<file path="src/rtl/rf_pkg.sv">
package rf_pkg;

    localparam int RF_W      = 16;          // architectural register width
    localparam int RF_DW     = 2 * RF_W;    // port data width (pair access)
    localparam int RF_AW     = 4;           // register address width
    localparam int RF_NBANK  = 2;           // number of banks
    localparam int RF_NREG   = 7;           // banked registers per bank
    localparam int RF_NSHR   = 3;           // shared registers (usp, isp, sb)
    localparam int RF_CELLS  = RF_NREG + RF_NSHR;
    localparam int RF_NSPLIT = 2;           // registers with byte halves / pair bases
    localparam int RF_PAIR_OFS = 2;         // distance from pair base to its upper register

    localparam logic [RF_AW-1:0] ADDR_SP = 4'd7;
    localparam logic [RF_AW-1:0] ADDR_SB = 4'd8;

    localparam logic [RF_AW-1:0] CELL_USP  = 4'd7;
    localparam logic [RF_AW-1:0] CELL_ISP  = 4'd8;
    localparam logic [RF_AW-1:0] CELL_SB   = 4'd9;
    localparam logic [RF_AW-1:0] CELL_NONE = 4'hF;

    typedef enum logic [1:0] {
        SZ_BYTE = 2'b00,
        SZ_WORD = 2'b01,
        SZ_PAIR = 2'b10,
        SZ_RSVD = 2'b11
    } rf_size_e;

    typedef struct packed {
        logic [1:0]      be;    // bit1 = upper half, bit0 = lower half
        logic [RF_W-1:0] data;
    } cell_wr_t;

    // Map an architectural word address to a physical cell index.
    function automatic logic [RF_AW-1:0] cell_of(input logic [RF_AW-1:0] addr,
                                                 input logic             usp_sel);
        logic [RF_AW-1:0] c;
        if (addr < RF_AW'(RF_NREG))  c = addr;
        else if (addr == ADDR_SP)    c = usp_sel ? CELL_USP : CELL_ISP;
        else if (addr == ADDR_SB)    c = CELL_SB;
        else                         c = CELL_NONE;
        return c;
    endfunction

endpackage

</file>
<file path="src/rtl/rf_cell.sv">
module rf_cell #(
    parameter int W = rf_pkg::RF_W
) (
    input  logic         clk,
    input  logic         rst,
    input  logic         en,
    input  logic [1:0]   be,
    input  logic [W-1:0] d,
    output logic [W-1:0] q
);
    localparam int HB = W / 2;

    always_ff @(posedge clk) begin
        if (rst) begin
            q <= '0;
        end else if (en) begin
            if (be[0]) q[HB-1:0] <= d[HB-1:0];
            if (be[1]) q[W-1:HB] <= d[W-1:HB];
        end
    end
endmodule

</file>
<file path="src/rtl/rf_wr_decode.sv">
module rf_wr_decode
    import rf_pkg::*;
#(
    parameter int W     = RF_W,
    parameter int DW    = RF_DW,
    parameter int AW    = RF_AW,
    parameter int CELLS = RF_CELLS
) (
    input  logic                  wr_en,
    input  logic [AW-1:0]         addr,
    input  logic [1:0]            size,
    input  logic                  hi,
    input  logic [DW-1:0]         data,
    input  logic                  usp_sel,
    output cell_wr_t [CELLS-1:0]  wr
);
    localparam int HB = W / 2;

    logic [AW-1:0] tgt;

    always_comb begin
        wr  = '0;
        tgt = cell_of(addr, usp_sel);
        if (wr_en) begin
            case (rf_size_e'(size))
                SZ_BYTE: begin
                    for (int i = 0; i < RF_NSPLIT; i++) begin
                        if (addr == AW'(i)) begin
                            wr[i].be   = hi ? 2'b10 : 2'b01;
                            wr[i].data = {2{data[HB-1:0]}};
                        end
                    end
                end
                SZ_WORD: begin
                    for (int i = 0; i < CELLS; i++) begin
                        if (tgt == AW'(i)) begin
                            wr[i].be   = 2'b11;
                            wr[i].data = data[W-1:0];
                        end
                    end
                end
                SZ_PAIR: begin
                    for (int i = 0; i < RF_NSPLIT; i++) begin
                        if (addr == AW'(i)) begin
                            wr[i].be                 = 2'b11;
                            wr[i].data               = data[W-1:0];
                            wr[i + RF_PAIR_OFS].be   = 2'b11;
                            wr[i + RF_PAIR_OFS].data = data[DW-1:W];
                        end
                    end
                end
                default: ;
            endcase
        end
    end
endmodule

</file>
<file path="src/rtl/rf_rd_port.sv">
module rf_rd_port
    import rf_pkg::*;
#(
    parameter int W     = RF_W,
    parameter int DW    = RF_DW,
    parameter int AW    = RF_AW,
    parameter int CELLS = RF_CELLS
) (
    input  logic [CELLS-1:0][W-1:0] view,
    input  logic [AW-1:0]           addr,
    input  logic [1:0]              size,
    input  logic                    hi,
    input  logic                    usp_sel,
    output logic [DW-1:0]           data_o
);
    localparam int HB = W / 2;

    logic [AW-1:0] tgt;

    always_comb begin
        data_o = '0;
        tgt    = cell_of(addr, usp_sel);
        case (rf_size_e'(size))
            SZ_BYTE: begin
                for (int i = 0; i < RF_NSPLIT; i++) begin
                    if (addr == AW'(i)) begin
                        data_o = hi ? DW'(view[i][W-1:HB]) : DW'(view[i][HB-1:0]);
                    end
                end
            end
            SZ_WORD: begin
                for (int i = 0; i < CELLS; i++) begin
                    if (tgt == AW'(i)) data_o = DW'(view[i]);
                end
            end
            SZ_PAIR: begin
                for (int i = 0; i < RF_NSPLIT; i++) begin
                    if (addr == AW'(i)) data_o = {view[i + RF_PAIR_OFS], view[i]};
                end
            end
            default: ;
        endcase
    end
endmodule

</file>
<file path="src/rtl/dbank_regfile.sv">
module dbank_regfile
    import rf_pkg::*;
#(
    parameter int W      = RF_W,
    parameter int DW     = RF_DW,
    parameter int AW     = RF_AW,
    parameter int NBANK  = RF_NBANK,
    parameter int NREG   = RF_NREG,
    parameter int NSHR   = RF_NSHR,
    localparam int CELLS  = NREG + NSHR,
    localparam int BANK_W = $clog2(NBANK)
) (
    input  logic              clk,
    input  logic              rst,
    input  logic [BANK_W-1:0] bank_sel_i,
    input  logic              usp_sel_i,
    input  logic              wr_en_i,
    input  logic [AW-1:0]     wr_addr_i,
    input  logic [1:0]        wr_size_i,
    input  logic              wr_hi_i,
    input  logic [DW-1:0]     wr_data_i,
    input  logic [AW-1:0]     ra_addr_i,
    input  logic [1:0]        ra_size_i,
    input  logic              ra_hi_i,
    output logic [DW-1:0]     ra_data_o,
    input  logic [AW-1:0]     rb_addr_i,
    input  logic [1:0]        rb_size_i,
    input  logic              rb_hi_i,
    output logic [DW-1:0]     rb_data_o
);
    cell_wr_t [CELLS-1:0]             wr;
    logic [NBANK-1:0][NREG-1:0][W-1:0] bank_q;
    logic [NSHR-1:0][W-1:0]            shr_q;
    logic [CELLS-1:0][W-1:0]           view;

    rf_wr_decode #(.W(W), .DW(DW), .AW(AW), .CELLS(CELLS)) u_dec (
        .wr_en   (wr_en_i),
        .addr    (wr_addr_i),
        .size    (wr_size_i),
        .hi      (wr_hi_i),
        .data    (wr_data_i),
        .usp_sel (usp_sel_i),
        .wr      (wr)
    );

    // Banked storage: one decoded write, gated by the bank flag per bank.
    for (genvar b = 0; b < NBANK; b++) begin : g_bank
        for (genvar r = 0; r < NREG; r++) begin : g_reg
            rf_cell #(.W(W)) u_cell (
                .clk (clk),
                .rst (rst),
                .en  (bank_sel_i == BANK_W'(b)),
                .be  (wr[r].be),
                .d   (wr[r].data),
                .q   (bank_q[b][r])
            );
        end
    end

    // Shared storage: stack pointers and static base.
    for (genvar s = 0; s < NSHR; s++) begin : g_shr
        rf_cell #(.W(W)) u_cell (
            .clk (clk),
            .rst (rst),
            .en  (1'b1),
            .be  (wr[NREG + s].be),
            .d   (wr[NREG + s].data),
            .q   (shr_q[s])
        );
    end

    always_comb begin
        for (int r = 0; r < NREG; r++) view[r] = bank_q[bank_sel_i][r];
        for (int s = 0; s < NSHR; s++) view[NREG + s] = shr_q[s];
    end

    rf_rd_port #(.W(W), .DW(DW), .AW(AW), .CELLS(CELLS)) u_rda (
        .view    (view),
        .addr    (ra_addr_i),
        .size    (ra_size_i),
        .hi      (ra_hi_i),
        .usp_sel (usp_sel_i),
        .data_o  (ra_data_o)
    );

    rf_rd_port #(.W(W), .DW(DW), .AW(AW), .CELLS(CELLS)) u_rdb (
        .view    (view),
        .addr    (rb_addr_i),
        .size    (rb_size_i),
        .hi      (rb_hi_i),
        .usp_sel (usp_sel_i),
        .data_o  (rb_data_o)
    );
endmodule

</file>
<file path="config.mk">
export PLATFORM = sky130hd
export DESIGN_NAME = dbank_regfile
export DESIGN_NICKNAME = d
export VERILOG_FILES = /design/src/rtl/rf_pkg.sv /design/src/rtl/rf_cell.sv /design/src/rtl/rf_wr_decode.sv /design/src/rtl/rf_rd_port.sv /design/src/rtl/dbank_regfile.sv
export SDC_FILE = /design/constraint.sdc
export NUM_CORES = 1
export LEC_CHECK = 0
export ABC_AREA = 1
export ABC_CLOCK_PERIOD_IN_PS = 2500
export BUFFER_PORTS_ARGS = -buffer_cell sky130_fd_sc_hd__buf_2
export CAP_MARGIN = 5
export CORE_UTILIZATION = 45
export CTS_CLUSTER_DIAMETER = 120
export DETAILED_ROUTE_END_ITERATION = 10
export SYNTH_ARGS = -nofsm -noshare
export SYNTH_HDL_FRONTEND = slang
export SYNTH_SLANG_ARGS = --single-unit
</file>
<file path="constraint.sdc">
create_clock -name clk -period 2.5 [get_ports clk]
set_clock_uncertainty 0.15 [all_clocks]
set_input_delay 0.375 -clock clk [delete_from_list [all_inputs] [get_ports clk]]
set_output_delay 0.375 -clock clk [all_outputs]
set_load 0.005 [all_outputs]
</file>
==> reports/qor.csv, run 1 <==
stage,metric,value,unit
timing,fin_crit_sh,1.212,
synthesis,yosysSeqAreaShare,0.3482,
critical_path,cp-start-kind,input port,
timing,rsz0062_at_grt,yes,
pwr,peakVddDrop,0.0005444,V
run_status,outcome,finished with violations,
grt,grt_pass1_vias,17740,
critical_path,cp.required,1980,ps
floorplanning,io_pins,122,
critical_path,path_class,in -> out,
timing,slew_headroom,0.5346,
synthesis,syn-num-nets,2544,
clocking,cts_buffer_depth,3,
routing,ant_nets,0,
critical_path,crit_arrival,2500,ps
synthesis,ys_warn_count,0,
routing,num_vias,19660,
clocking,clock_tree.root_cell,clkbuf_16,
timing,hold-worst-slack,13.27,ps
grt,grt_overflow,0,
synthesis,synth_ff_type,dfxtp_1,
run,max_cap_viol_count,0,
routing,initialDrtViolationCount,2501,
synthesis,synth_top_cell_area_share,0.3482,
placed_design,io_buffer_count,121,
grt,grt_pass1_wl,110400,um
synthesis,synth_cells,2482,
synthesis,ys_ff_latch,272,
floorplanning,rows,67,
finish,area_growth,43.77,%
routing,vias_per_cell,5.842,
pwr,power_leakage,9.933,nW
synthesis,synthDistinctLibCells,45,
timing,hold_viol_final,0,
finish,final_area,22490,um^2
timing,finalSetupTns,-10620,ps
placed_design,post_dp_cell_area,18770,um^2
critical_path,end_kind,primary output,
synthesis,synth_area,15640,um^2
floorplanning,initial_utilization,0.4618,
placed_design,post-place-cells,3213,
synthesis,synthTopCellsByArea,"dfxtp_1 35%, o21ai_0 14%, nand2_1 14%",
synthesis,synth_area_per_cell,6.301,um^2
critical_path,crit_path_cell_trace,"buf_6, buf_6, nor2_4, nand3_4, nand2_4, inv_6, buf_4, o211ai_1, nand4_1, nand2_2, nand4_1, nand2_2, nand2_1, buf_2",
run_status,violations,negative setup slack,
clocking,cts_tree,built,
timing,setup_viol,32,
floorplanning,dieArea,35510,um^2
routing,drt-total-wl,75960,um
finish,layout-drive-gt1-share,0.3342,
floorplanning,dieHeight,188.4,um
synthesis,synth_enable_flop_cells,0,
critical_path,r2r_setup_slack,1600,ps
timing,clock.fmax,330.1,MHz
critical_path,crit_path_max_fanout,6,
clocking,worstSkewPairLatency,590,ps
floorplanning,die_w,188.4,um
timing,worstMarginPinSlew,698.1,ps
synthesis,synth.largest_area_cell,dfxtp_1,
grt,track_usage,0.4131,
critical_path,cp_slowest_cell,o211ai_1,
placed_design,dp_hpwl,54090,um
finish,stdcell_count,3365,
synthesis,synthArstFlopShare,0,
grt,grt_max_degree,82,
pwr,p_per_area,475.1,nW/um^2
grt,antenna_found_initial,4,
routing,wl_per_cell,22.57,um
floorplanning,core,33870,um^2
clocking,clk_pin_slew,60,ps
routing,dr.pass1.iters,6,
timing,finalWorstPathRequiredPeriod,3029,ps
routing,drcViolationCount,0,
timing,slew_violations,0,
finish,final_nets,2956,
worst_hold_path,hold_path.class,in -> reg,
clocking,numCtsBuffers,31,
clocking,htree_num_levels,1,
critical_path,max_stage_delay,380,ps
finish,fillers,3067,
finish,layout.core_utilization,0.6639,
clocking,cts.sinks,272,
placed_design,gp_congestion,1.075,
finish,antenna_cells,0,
timing,timing.final.ws_setup,-529.3,ps
[power breakdown]
group | internal, mW | switching, mW
Sequential | 4.36 | 0.0150
Clock | 2.77 | 1.99
Combinational | 0.582 | 0.961
Total | 7.72 | 2.96
[cells in the final DEF, fill, tap and decap left out, types with 32 or more instances in the layout]
master and count:
nand2_1 467, o21ai_0 365, buf_4 331, a21oi_1 280
inv_1 268, dfxtp_1 244, nor2_1 118, buf_2 107
nand2_2 88, buf_6 59, inv_2 47, o21ai_2 43
nand3_1 41, o22ai_1 39, nand4_1 37, nor2_2 32
clkbuf_16 32
[through the flow]
step,setup WS [ps],power (mW)
floorplan,283.4,5.026
global placement,-1117,5.604
detailed placement,-1075,5.612
CTS,-475.3,10.55
global route,-604.2,10.94
finish,-529.3,10.68
[cell type report]
cell class / instances / area, um^2 / share of cell area
clock buffers: 43 / 880.8 / 0.03917
repair inverters: 1 / 5.005 / 0.0002226
flip-flops and latches: 272 / 5480 / 0.2437
multi-input cells: 1717 / 9560 / 0.4252
inverters: 331 / 1282 / 0.05704
clock inverters: 13 / 167.7 / 0.007456
well taps: 448 / 560.5 / 0.02493
repair buffers: 540 / 4548 / 0.2023
[logic make-up (layout without fill, tap and decap cells)]
family	count (synthesis)	count (layout)	share of synthesized area
buf+inv	494	928	0.1274
simple gates	866	867	0.2345
mux	7	7	0.004480
compound gates	839	839	0.2823
flops	272	272	0.3482
fa+ha+maj	4	4	0.003200
[critical path, delay by kind of cell]
kind / cells / cell delay (ps)
AND/OR/NAND/NOR: 8 / 1180
buffers and inverters: 5 / 560
AO/OA/AOI/OAI: 1 / 380
[cells in the mapped netlist, types with 5 or more instances]
master	instances
nand2_1	571
o21ai_0	434
inv_1	310
a21oi_1	302
dfxtp_1	272
nor2_1	155
clkbuf_1	81
buf_2	67
nand3_1	57
o22ai_1	44
nand4_1	37
o211ai_1	15
inv_2	11
clkinv_1	9
nor2_2	9
or2_2	8
a22oi_1	7
mux2i_1	7
o21ai_1	7
o2111ai_1	6
o21bai_1	6
buf_6	5
clkbuf_2	5
nand2_2	5
o21ai_2	5
[final timing paths]
kind / startpoint / end / depth (start not counted)
hold reg to reg: g_bank[1].g_reg[2].u_cell.q[12] / g_bank[1].g_reg[2].u_cell.q[12] / 2
hold / removal: wr_data_i[14] / g_shr[1].u_cell.q[14] / 3
setup reg to reg: g_shr[0].u_cell.q[11] / g_shr[0].u_cell.q[11] / 2
setup / recovery: rb_addr_i[3] / rb_data_o[2] / 14
[routing by layer]
layer  global-route usage  wire (um)  vias up
met5                    0          0        -
met4               0.2146       4816        0
met3              0.08437       8331      255
met2               0.6228      32250     1257
met1               0.5558      30560     9184
li1                     -          -     8961
[timing repair]
action | 4_1_cts | 5_1_grt
hold buffers | 6 | 0
hold endpoints to repair | 9 | 0
setup endpoints to repair | 38 | 42
buffers inserted | 57 | 28
gates cloned | 9 | 1
pin swaps | 157 | 147
gates resized for setup | 371 | 197
[state kept, by name, indices dropped and copies added (netlist names)]
register and count:
g_shr.u_cell.q 48, g_bank.g.u_cell.q 224
Note: power is estimated with default switching activity, not from simulation.
==> inputs of run 2 (changes only) <==
Settings changed: SKIP_CTS_REPAIR_TIMING from default to 1.
==> reports/qor.csv, run 2 (same netlist as run 1, synthesis figures left out) <==
stage,metric,value,unit,change
timing,clock.fmax,329.7,MHz,-0.11%
timing,rsz0062_at_grt,yes,,
placed_design,dp_hpwl,54090,um,unchanged
grt,grt_pass1_wl,105000,um,-4.9%
clocking,clk_pin_slew,60,ps,about the same
timing,slew_headroom,0.5325,,-0.002105
clocking,cts_buffer_depth,3,,unchanged
run,max_cap_viol_count,0,,unchanged
pwr,p_comb_frac,0.135,,-0.010
finish,regMostFlops,g_bank.g.u_cell.q,,
placed_design,io_buffer_count,121,,unchanged
critical_path,crit_arrival,2510,ps,about the same
finish,layout-drive-gt1-share,0.2891,,-0.04510
grt,track_usage,0.3924,,-0.02067
timing,fin_crit_sh,1.213,,+0.001343
clocking,cts.sinks,272,,unchanged
run_status,outcome,finished with violations,,
routing,ant_nets,0,,unchanged
finish,layout_commonest_cell,nand2_1,,
worst_hold_path,hold_path.class,in -> reg,,
finish,antenna_cells,0,,unchanged
routing,wl_per_cell,22.25,um,-1.4%
critical_path,crit_path_max_fanout,2,,-4
grt,grt_max_degree,82,,unchanged
critical_path,cp-start-kind,flop,,
clocking,htree_num_levels,1,,unchanged
run_status,violations,"negative hold slack, negative setup slack",,
floorplanning,core,33870,um^2,unchanged
critical_path,rr_worst_depth,2,,unchanged
floorplanning,die_w,188.4,um,unchanged
routing,drt-total-wl,73900,um,-2.7%
critical_path,cp.required,1980,ps,about the same
finish,area_growth,37.70,%,
critical_path,r2r-start,g_shr[0].u_cell.q[2],,
critical_path,rr_endpoint,g_shr[0].u_cell.q[2],,
finish,largest_reg_flops,224,,unchanged
clocking,worstSkewPairLatency,590,ps,about the same
clocking,cts_tree,built,,
pwr,p_sw,2.881,mW,-2.8%
floorplanning,dieHeight,188.4,um,unchanged
routing,drcViolationCount,0,,unchanged
floorplanning,dieArea,35510,um^2,unchanged
timing,slew_violations,0,,unchanged
timing,worstMarginPinSlew,701.2,ps,+3.157 ps
timing,setup_viol,32,,unchanged
finish,final_area,21540,um^2,-4.2%
placed_design,gp_congestion,1.075,,unchanged
clocking,numCtsBuffers,31,,unchanged
timing,hold-worst-slack,-3.578,ps,-16.85 ps
timing,finalWorstPathRequiredPeriod,3033,ps,+3.357 ps
pwr,switching_share,0.2738,,-0.003621
finish,fillers,3226,,+5.2%
critical_path,path_class,reg -> out,,
pwr,internal_power,7.643,mW,-0.98%
worst_hold_path,hold_end,g_shr[1].u_cell.q[9],,
floorplanning,rows,67,,unchanged
routing,initialDrtViolationCount,2349,,-6.1%
finish,final_nets,2913,,-1.5%
timing,hold_viol_final,1,,+1
critical_path,end_kind,primary output,,
pwr,clkPwrFrac,0.450,,+0.004
critical_path,r2r_setup_slack,1600,ps,about the same
pwr,p_seq_frac,0.416,,+0.006
pwr,total_power,10.52,mW,-1.5%
grt,antenna_found_initial,2,,-2
grt,grt_pass1_vias,16850,,-5.0%
floorplanning,initial_utilization,0.4618,,unchanged
finish,layout_common_cells,"516 x nand2_1, 370 x o21ai_0, 312 x buf_4",,
routing,dr.pass1.iters,7,,+1
finish,top_regs,"g_bank.g.u_cell.q: 224 flops, g_shr.u_cell.q: 48 flops",,
worst_hold_path,hp-start,wr_data_i[9],,
timing,timing.final.ws_setup,-532.7,ps,-3.357 ps
routing,vias_per_cell,5.792,,-0.85%
routing,num_vias,19240,,-2.1%
worst_hold_path,hold_path_depth,3,,unchanged
pwr,power_leakage,9.567,nW,-3.7%
pwr,peakVddDrop,0.0005393,V,-0.94%
grt,grt_overflow,0,,unchanged
critical_path,cp-startpoint,g_bank[1].g_reg[0].u_cell.q[14],,
clocking,clock_tree.root_cell,clkbuf_16,,
floorplanning,io_pins,122,,unchanged
placed_design,post_dp_cell_area,18770,um^2,unchanged
pwr,p_per_area,488.7,nW/um^2,+2.9%
## run 2: changes by cell type in the layout (fill, tap and decap cells not counted), sizes merged
| cell | delta |
|---|---|
| bufbuf | -5 |
| clkbuf | +6 |
| buf | -40 |
| inv | +1 |
| dlygate4sd3 | -5 |
| clkinv | -2 |
| nand2 | +1 |
| clkinvlp | +1 |
## run 2: cell type report
cell class / instances / area [um^2] / share of cell area
repair buffers: 496 / 4055 / 0.1883
repair inverters: 1 / 5.005 / 0.0002324
clock inverters: 13 / 167.7 / 0.007785
flip-flops and latches: 272 / 5464 / 0.2537
clock buffers: 43 / 880.8 / 0.04090
inverters: 331 / 1270 / 0.05897
well taps: 448 / 560.5 / 0.02603
multi-input cells: 1718 / 9134 / 0.4241
## run 2: worst max path at each step
stage	endpoint	slack, ps	cells after the start
final	ra_data_o[14]	-530	14
after global routing	ra_data_o[14]	-620	14
after CTS	ra_data_o[10]	-1190	12
after detailed placement	ra_data_o[10]	-1080	13
after global placement	ra_data_o[10]	-1120	13
after floorplan	ra_data_o[13]	280	12
## run 2: stage by stage
stage	setup WS [ps]	hold WS [ps]	instances	util	TNS, ps
final	-532.7	-3.578	3322	0.6359	-11500
after global routing	-617.3	5.078	3322	0.6359	-13950
after CTS	-1190	-40.99	3269	0.5853	-19920
after detailed placement	-1075	281.9	3213	0.5543	-14690
after global placement	-1117	278.5	3213	0.5543	-14730
after floorplan	283.4	270.5	2482	-	0
## run 2: metal layers
metal,GRT usage,up-vias,wire (um),share of wire
li1,-,8872,-,-
met1,0.5347,9002,30410,0.41
met2,0.5863,1154,31510,0.43
met3,0.08028,212,7642,0.10
met4,0.1976,0,4333,0.059
met5,0,-,0,0
## run 2: critical path, stage by stage, from the launching register on
cell and delay [ps]:
dfxtp_2 320, inv_2 40, nand2_1 40, o21ai_1 80, buf_4 170, nor2_4 40
nor3_2 170, buf_4 150, o211ai_1 160, a21oi_1 170, buf_4 160, nand4_1 70
nand2_1 110, nand2_2 90, buf_6 120
## run 2: power by group through the flow
stage	Clock (mW)	Sequential [mW]	Combinational (mW)
6_report	4.73	4.38	1.42
5_1_grt	4.96	4.38	1.47
4_1_cts	4.78	4.37	1.15
3_5_place_dp	0	4.47	1.14
3_3_place_gp	0	4.47	1.13
2_1_floorplan	0	4.47	0.560
